==> src/rtl/qmul_pkg.sv <==
package qmul_pkg;
  localparam int unsigned OP_W   = 16;
  localparam int unsigned BYTE_W = 8;
  localparam int unsigned CORE_W = OP_W + 1;
  localparam int unsigned RAW_W  = 2 * OP_W + 1;
  localparam int unsigned ACC_W  = 40;

  typedef struct packed {
    logic a_sgn;
    logic b_sgn;
    logic frac;
    logic byte_md;
  } qmul_mode_t;
endpackage

==> src/rtl/qmul_opnd_ext.sv <==
module qmul_opnd_ext #(
  parameter int unsigned OP_W   = 16,
  parameter int unsigned BYTE_W = 8,
  parameter int unsigned CORE_W = OP_W + 1
) (
  input  logic [OP_W-1:0]   opnd_i,
  input  logic              sgn_i,
  input  logic              byte_i,
  output logic [CORE_W-1:0] ext_o
);
  localparam int unsigned WPAD = CORE_W - OP_W;
  localparam int unsigned BPAD = CORE_W - BYTE_W;

  logic w_fill, b_fill;

  always_comb begin
    w_fill = sgn_i & opnd_i[OP_W-1];
    b_fill = sgn_i & opnd_i[BYTE_W-1];
    if (byte_i) ext_o = {{BPAD{b_fill}}, opnd_i[BYTE_W-1:0]};
    else        ext_o = {{WPAD{w_fill}}, opnd_i};
  end
endmodule

==> src/rtl/qmul_core.sv <==
module qmul_core #(
  parameter int unsigned CORE_W = 17
) (
  input  logic [CORE_W-1:0]   a_i,
  input  logic [CORE_W-1:0]   b_i,
  output logic [2*CORE_W-1:0] p_o
);
  logic signed [2*CORE_W-1:0] a_s, b_s;

  always_comb begin
    a_s = {{CORE_W{a_i[CORE_W-1]}}, a_i};
    b_s = {{CORE_W{b_i[CORE_W-1]}}, b_i};
  end

  assign p_o = a_s * b_s;
endmodule

==> src/rtl/qmul_scaler.sv <==
module qmul_scaler #(
  parameter int unsigned PROD_W = 34,
  parameter int unsigned RAW_W  = 33,
  parameter int unsigned ACC_W  = 40
) (
  input  logic [PROD_W-1:0] prod_i,
  input  logic              frac_i,
  output logic [RAW_W-1:0]  raw_o,
  output logic [ACC_W-1:0]  acc_o
);
  localparam int unsigned XPAD = ACC_W - RAW_W;

  logic unused_hi;
  assign unused_hi = |prod_i[PROD_W-1:RAW_W];

  // Q31 alignment: drop redundant sign, radix after bit 31
  always_comb begin
    if (frac_i) raw_o = {prod_i[RAW_W-2:0], 1'b0};
    else        raw_o = prod_i[RAW_W-1:0];
    acc_o = {{XPAD{raw_o[RAW_W-1]}}, raw_o};
  end
endmodule

==> src/rtl/qmul_unit.sv <==
module qmul_unit
  import qmul_pkg::*;
#(
  parameter bit OUT_REG = 1'b1
) (
  input  logic              clk_i,
  input  logic              rst_ni,
  input  logic [OP_W-1:0]   a_i,
  input  logic [OP_W-1:0]   b_i,
  input  logic              a_sgn_i,
  input  logic              b_sgn_i,
  input  logic              frac_i,
  input  logic              byte_i,
  output logic [2*OP_W-1:0] prod_o,
  output logic [ACC_W-1:0]  acc_o
);
  localparam int unsigned RES_W  = 2 * OP_W;
  localparam int unsigned BRES_W = 2 * BYTE_W;
  localparam int unsigned PROD_W = 2 * CORE_W;

  logic [1:0][OP_W-1:0]   opnd;
  logic [1:0]             sgn;
  logic [1:0][CORE_W-1:0] ext;
  logic [PROD_W-1:0]      core_p;
  logic [RAW_W-1:0]       raw;
  logic [ACC_W-1:0]       acc_c;
  logic [RES_W-1:0]       prod_c;
  qmul_mode_t             mode_c, mode_q;

  assign opnd   = {b_i, a_i};
  assign sgn    = {b_sgn_i, a_sgn_i};
  assign mode_c = '{a_sgn: a_sgn_i, b_sgn: b_sgn_i, frac: frac_i, byte_md: byte_i};

  for (genvar g = 0; g < 2; g++) begin : g_ext
    qmul_opnd_ext #(
      .OP_W  (OP_W),
      .BYTE_W(BYTE_W),
      .CORE_W(CORE_W)
    ) u_ext (
      .opnd_i(opnd[g]),
      .sgn_i (sgn[g]),
      .byte_i(byte_i),
      .ext_o (ext[g])
    );
  end

  qmul_core #(.CORE_W(CORE_W)) u_core (
    .a_i(ext[0]),
    .b_i(ext[1]),
    .p_o(core_p)
  );

  qmul_scaler #(
    .PROD_W(PROD_W),
    .RAW_W (RAW_W),
    .ACC_W (ACC_W)
  ) u_scl (
    .prod_i(core_p),
    .frac_i(frac_i),
    .raw_o (raw),
    .acc_o (acc_c)
  );

  always_comb begin
    if (byte_i) prod_c = {{(RES_W-BRES_W){1'b0}}, raw[BRES_W-1:0]};
    else        prod_c = raw[RES_W-1:0];
  end

  if (OUT_REG) begin : g_reg
    always_ff @(posedge clk_i or negedge rst_ni) begin
      if (!rst_ni) begin
        prod_o <= '0;
        acc_o  <= '0;
        mode_q <= '0;
      end else begin
        prod_o <= prod_c;
        acc_o  <= acc_c;
        mode_q <= mode_c;
      end
    end
  end else begin : g_comb
    assign prod_o = prod_c;
    assign acc_o  = acc_c;
    assign mode_q = mode_c;
  end

  assert_acc_ext_R6: assert property (@(posedge clk_i) disable iff (!rst_ni)
    (acc_o[ACC_W-1:RAW_W-1] == '0) || (acc_o[ACC_W-1:RAW_W-1] == '1));

  assert_word_match_R8: assert property (@(posedge clk_i) disable iff (!rst_ni)
    !mode_q.byte_md |-> (acc_o[RES_W-1:0] == prod_o));

  assert_byte_hi_R8: assert property (@(posedge clk_i) disable iff (!rst_ni)
    mode_q.byte_md |-> (prod_o[RES_W-1:BRES_W] == '0));

  assert_uu_nonneg_R3: assert property (@(posedge clk_i) disable iff (!rst_ni)
    (!mode_q.a_sgn && !mode_q.b_sgn && !mode_q.frac) |-> (acc_o[ACC_W-1] == 1'b0));

  assert_frac_lsb_R7: assert property (@(posedge clk_i) disable iff (!rst_ni)
    mode_q.frac |-> (acc_o[0] == 1'b0));

  if (OUT_REG) begin : g_lat_chk
    assert_neg_one_sq_R9: assert property (@(posedge clk_i) disable iff (!rst_ni)
      (a_i == 16'h8000 && b_i == 16'h8000 && a_sgn_i && b_sgn_i && frac_i && !byte_i)
      |=> (prod_o == 32'h8000_0000 && acc_o == 40'h00_8000_0000));
  end
endmodule

==> config.mk <==
export PLATFORM = sky130hd
export DESIGN_NAME = qmul_unit
export DESIGN_NICKNAME = d
export VERILOG_FILES = /design/src/rtl/qmul_pkg.sv /design/src/rtl/qmul_opnd_ext.sv /design/src/rtl/qmul_core.sv /design/src/rtl/qmul_scaler.sv /design/src/rtl/qmul_unit.sv
export SDC_FILE = /design/constraint.sdc
export NUM_CORES = 1
export LEC_CHECK = 0
export BUFFER_PORTS_ARGS = -buffer_cell sky130_fd_sc_hd__buf_4
export CAP_MARGIN = 30
export CORE_MARGIN = 1.5
export CORE_UTILIZATION = 45
export CTS_CLUSTER_DIAMETER = 60
export DETAILED_ROUTE_END_ITERATION = 7
export PLACE_DENSITY = 0.64
export SYNTH_ARGS = -nofsm -noshare
export SYNTH_HDL_FRONTEND = slang
export SYNTH_SLANG_ARGS = --single-unit
==> constraint.sdc <==
create_clock -name clk_i -period 0.8 [get_ports clk_i]
set_input_delay 0.16 -clock clk_i [delete_from_list [all_inputs] [get_ports clk_i]]
set_output_delay 0.16 -clock clk_i [all_outputs]
set_load 0.01 [all_outputs]
# After elaboration in Yosys (flattened, before gate mapping)
# Index checks and enable logic that the tools add are counted.
[classes] mux=4 mul=1 n_bitwise=4
[op_table] cell="$mux 17" count=2
[op_table] cell="$mul 17x17->33" count=1
[op_table] cell="$mux 33" count=1
[op_table] cell="$mux 32" count=1
[op_table] cell="$and 1x1->1" count=4
[totals] in_bits=38 wordCells=11 reg_bits=65 output_inout_bits=72

# Depth between registers and ports, before layout
[logic_depth] ltp_word=5 mapped_depth=26 ltp_nobuf=24

# Modules after synthesis
# Synthesis repeated with hierarchy kept, for this count alone.
[hier_totals] cells_unflattened=1397 hier_area_um2=14023.4
[modules_own_cells] module="qmul_core" n_inst=1 area_each_um2=10865.4 cells_each=1175 seq_area_each_um2=0.0
[modules_own_cells] module="qmul_unit" n_inst=1 area_each_um2=1945.6 cells_each=89 seq_area_each_um2=1801.7
[modules_own_cells] module="qmul_scaler" n_inst=1 area_each_um2=847.1 cells_each=77 seq_area_each_um2=0.0
[modules_own_cells] module="qmul_opnd_ext" n_inst=2 area_each_um2=182.7 cells_each=28 seq_area_each_um2=0.0

# Least setup slack after synthesis
# Ideal clock, no wire load.
[synth_path] path_kind="in2reg" from="in byte_i" to="reg acc_o[32] (netlist name)" t_required_ns=0.713 path_buffers=2 path_stages=22 arrival_ns=6.253 slack_ns=-5.540 setup_time_ns=0.087 cell_sequence="buf_2 > nand2b_1 > a21boi_2 > clkbuf_1 > nand2_1 > inv_1 > fa_1 > inv_1 > fa_1 > inv_1 > fa_1 > fa_1 > fa_1 > fa_1 > ha_1 > a21oi_1 > o21ai_0 > a2111oi_4 > a2bb2oi_2 > a311oi_1 > o2111ai_1 > a211oi_2"
[synth_via] elab_chain_len=3 elab_cells_between_ends=4 classes_between="mul (1); mux (3)"
[synth_rtl] item="from (decl)" line_no="qmul_unit.sv:13" rtl="input logic byte_i,"
[synth_rtl] item="$mux 17" line_no="qmul_opnd_ext.sv:19" rtl="if (byte_i) ext_o = {{BPAD{b_fill}}, opnd_i[BYTE_W-1:0]};"
[synth_rtl] item="$mul 17x17->33 (*)" line_no="qmul_core.sv:15" rtl="assign p_o = a_s * b_s;"
[synth_rtl] item="$mux 33 (*)" line_no="qmul_scaler.sv:18" rtl="if (frac_i) raw_o = {prod_i[RAW_W-2:0], 1'b0};"
[synth_rtl] item="named net acc_c[32]" line_no="qmul_unit.sv:26" rtl="logic [ACC_W-1:0] acc_c;"
# Mark *: on every way through the listed nets, which the timed path passes. The rest lies on a longest branch.

# Final worst setup path
[layout_path] from="in byte_i" to="reg prod_o[27]"
[layout_via] elab_chain_len=4 elab_cells_between_ends=5 classes_between="mul (1); mux (4)"
[layout_rtl] item="$mux 17" line_no="qmul_opnd_ext.sv:19"
[layout_rtl] item="$mul 17x17->33 (*)" line_no="qmul_core.sv:15"
[layout_rtl] item="$mux 33 (*)" line_no="qmul_scaler.sv:18"
[layout_rtl] item="named net acc_c[27]" line_no="qmul_unit.sv:26"
[layout_rtl] item="$mux 32 (*)" line_no="qmul_unit.sv:65" rtl="if (byte_i) prod_c = {{(RES_W-BRES_W){1'b0}}, raw[BRES_W-1:0]};"
[layout_rtl] item="named net prod_c[27]" line_no="qmul_unit.sv:27" rtl="logic [RES_W-1:0] prod_c;"
[layout_rtl] item="to (signal assigned)" line_no="qmul_unit.sv:76" rtl="prod_o <= prod_c;"
[layout_rtl] item="to (decl)" line_no="qmul_unit.sv:14" rtl="output logic [2*OP_W-1:0] prod_o,"
# Marks and branches as above.

==> results.md <==
Critical path:
- The kind of end point of the critical path is a flip-flop.
- In this design, the critical path's most frequently occurring cell is fa_1.
- The data required time of the critical path is 1.03 ns.
- The data arrival at the endpoint of the critical path is 6.05 ns.
- The library cell contributing the largest single delay on the critical path is fa_1.
- The kind of launch point of the worst setup path is an input port.
- The critical path is of the in -> reg type.
- The worst-path maximum fanout is 7.
- In this design, the stage delay of the slowest critical-path cell is 0.56 ns.
- The critical path goes through buf_12 -> bufbuf_16 -> o21ai_4 -> buf_12 -> nand2_2 -> fa_1 -> fa_1 -> fa_1 -> inv_1 -> fa_1 -> fa_1 -> inv_1 -> fa_1 -> inv_2 -> ha_4 -> a211o_4 -> nor3_4 -> a21oi_4 -> a21o_4 -> buf_4 -> buf_6 -> a21oi_4 -> o21a_1 -> and2_1.

Placed design:
- The count of input and output buffers is 109.
- The placed instances occupy a cell area of 16500 um^2.
- Once placement completed, the tool counted placed cells totaling 2025.
- Routability-driven placement finished with a final weighted congestion of 0.861.
- The HPWL after detailed placement is 27400 um.

Logic synthesis:
- The share of synthesized area in the top cell type comes to 0.445.
- The distinct cell type count of the synthesized netlist is 70.
- Yosys attributes the largest share of cell area to fa_1, dfrtp_1, inv_1, ha_1, and2_1.
- For this run, asynchronously set or reset flops after synthesis account for 1.00.
- Synthesis produced 1400 cells.
- The cell area that synthesis handed to floorplanning was 13100 um^2.
- Synthesis produced a netlist with a net count of 1811.
- The predominant post-synthesis flop cell is dfrtp_1.
- In this run, synthesis inferred 0 flip-flops with an integrated enable.
- The synthesized design contains 49 register bits.
- For this run, the register share of the synthesized area comes to 0.0939.
- Yosys printed 0 warnings.
- fa_1 takes more of the synthesized area than any other cell.
- The mean area per synthesized cell is 9.32 um^2.

Die:
- The floorplan row count is 62.
- The effective utilization at floorplan is 0.456.
- The floorplan die width is 173 um.
- The die covers 30000 um^2.
- From bottom edge to top edge, the die measures 173 um.
- The number of I/O pins is 110.
- The area inside the core boundary is 28600 um^2.

Clocking:
- The clock slew at the register clock pins of the worst setup and hold paths is 0.06 ns.
- The tree built by TritonCTS fans out to 49 sinks.
- The CTS tree is yes.
- The root cell of the clock tree is clkbuf_16.
- The clock tree synthesis step divided the H-tree into 2 levels.
- The number of CTS-inserted buffers is 5.
- In this run the deepest clock path goes through 2 buffers.

Cells and area:
- The net count reported at finish is 2138.
- The final non-filler cell total is 2112.
- 0 antenna diodes ended up in the layout.
- The design area is 18900 um^2.
- The area growth from synthesis to layout is 44.8%.
- The share of final-layout standard cells stronger than drive strength 1 is 0.389.
- After filler insertion, the fill cell instance count of the layout stands at 2151.
- The final core utilization is 0.660.

Global route:
- The total routing resource utilization after global routing is 0.239.
- The wire length of the first global-routing pass is 57600 um.
- The initial antenna violation count is 1.
- The via count of the first global-routing pass is 11700.
- The residual overflow from global routing is 0.
- Entering global routing, the biggest net connects 37 pins.

Timing:
- The final hold violation count is 0.
- Counting I/O delays and the setup requirement, the final critical path takes 5.82 ns.
- For this run, the top clock speed supported by timing is 172 MHz.
- The setup slack after layout is -5.02 ns.
- The final setup violation count is 120.
- Setup repair after global routing could not meet its margin everywhere.
- Headroom to the max-slew limit came out at 0.756.
- In the finished design, the share of the clock period the worst path needs comes to 7.27.
- The transition time at the pin with the least slew margin is 0.365 ns.
- The final max-slew violation count is 0.

Run:
- The tool flagged a number of max-cap violations equal to 0.

Routing:
- The initial detailed-routing violation count is 396.
- The remaining antenna violation count is 0.
- The pre-antenna-repair detailed-routing pass consisted of 5 iterations.
- After detailed routing, the total wire length is 34400 um.
- In the final routed layout, each cell accounts on average for 16.3 um.
- The remaining design rule violation count is 0.
- The total vias in the final route is 10400.
- The per-cell via count in the routed design is 4.93.

Worst hold path:
- The min-delay analysis places its worst path in the category in -> async.

Run status:
- The run finished, with violations left.
- The checks that failed: negative setup slack.
[cells in the final DEF (no fill, tap or decap), drive strengths merged, types with 3 or more instances in the layout]
cell | netlist | routed
a21oi | 36 | 36
a31oi | 4 | 4
nand2b | 4 | 4
nor2b | 3 | 3
dfrtp | 49 | 49
and2 | 143 | 143
nand3 | 9 | 9
xnor2 | 25 | 25
nand2 | 172 | 172
fa | 290 | 290
o21bai | 3 | 3
o211a | 4 | 4
and3 | 3 | 3
nor2 | 39 | 39
o21a | 4 | 4
buf | 30 | 389
inv | 325 | 325
o21ai | 34 | 35
xor2 | 8 | 8
nand4 | 3 | 3
ha | 83 | 83
a211oi | 12 | 12
mux2 | 8 | 8
clkbuf | 44 | 7
or2 | 6 | 6
a21boi | 4 | 4
mux2i | 3 | 3
nor3 | 10 | 10
a21o | 12 | 12
o31ai | 4 | 4
[worst max-delay path: cells and delay by family]
kind / cells / cell delay [ns]
AOI/OAI and AO/OA: 6 / 1.23
buffers and inverters: 8 / 0.94
and+or+nand+nor: 3 / 0.48
adders and majority gates: 7 / 3.24
[kinds of logic after synthesis]
kind of cell             Yosys count  synth area share
AO/OA/AOI/OAI                    134            0.0750
adder cells (fa/ha/maj)          373             0.524
AND/OR/NAND/NOR                  401             0.154
multiplexers                      11           0.00920
XOR/XNOR                          33            0.0221
flip-flops                        49            0.0939
buffers and inverters            399             0.122
[timing repair]
item | in CTS | in global routing
setup endpoints to repair | 120 | 120
cloned | 2 | 1
endpoints found under the hold margin | 49 | 0
buffers inserted | 56 | 23
resized for setup | 257 | 80
pin swaps | 114 | 57
hold buffers | 1 | 0
[worst max path at each step]
stage / from / to / slack (ns) / depth (start not counted)
detailed placement: byte_i / prod_o[31]$_DFF_PN0_ / -5.48 / 22
CTS: byte_i / prod_o[27]$_DFF_PN0_ / -4.98 / 24
floorplan: byte_i / prod_o[24]$_DFF_PN0_ / -4.96 / 24
global placement: byte_i / prod_o[31]$_DFF_PN0_ / -5.35 / 22
global route: byte_i / prod_o[27]$_DFF_PN0_ / -5.21 / 28
finish: byte_i / prod_o[27]$_DFF_PN0_ / -5.02 / 24
[cell usage after synthesis, types with 4 or more instances]
library cell,count
nand3_1,8
xnor2_1,25
a21o_1,11
buf_4,23
nor2_1,38
clkbuf_1,43
a211oi_1,5
fa_1,290
mux2_2,8
a211oi_2,6
nand2b_1,4
o21ai_1,19
o211a_1,4
a21oi_1,34
xor2_1,8
nand2_1,171
nor3_1,8
o21a_1,4
inv_1,325
o21ai_0,13
and2_1,143
dfrtp_1,49
buf_1,4
ha_1,83
a31oi_1,4
or2_2,6
[sequential cells by signal (all words and copies together) (netlist names)]
| register | count |
|---|---|
| acc_o | 17 |
| prod_o | 32 |
[area by class of cell]
type	instances	area, um^2	share of cell area
clock buffers	7	153	0.00807
clock inverters	1	5.00	0.000265
inverters	325	1220	0.0647
repair buffers	393	3940	0.208
multi-input cells	953	11900	0.628
flip-flops and latches	49	1230	0.0649
well taps	384	480	0.0254
[per-stage QoR]
stage / hold slack (ns) / worst slack, ns / TNS (ns)
after floorplan: -0.136 / -4.96 / -199.01
after global placement: 0.0383 / -5.35 / -222.44
after detailed placement: 0.0397 / -5.48 / -225.84
after CTS: 0.279 / -4.98 / -215.01
after global routing: 0.297 / -5.21 / -228.13
final: 0.280 / -5.02 / -218.31
[per-layer routing]
layer  part of all wire  track usage  up-vias
met5            0.00049            0        -
met3              0.023       0.0180       70
met1               0.38        0.282     5363
met2               0.56        0.466      179
li1                   -            -     4796
met4              0.033       0.0594        2
Power is left out: the tool's default activity adds up to more than one toggle a clock period on the data nets, which glitch-free logic cannot reach.
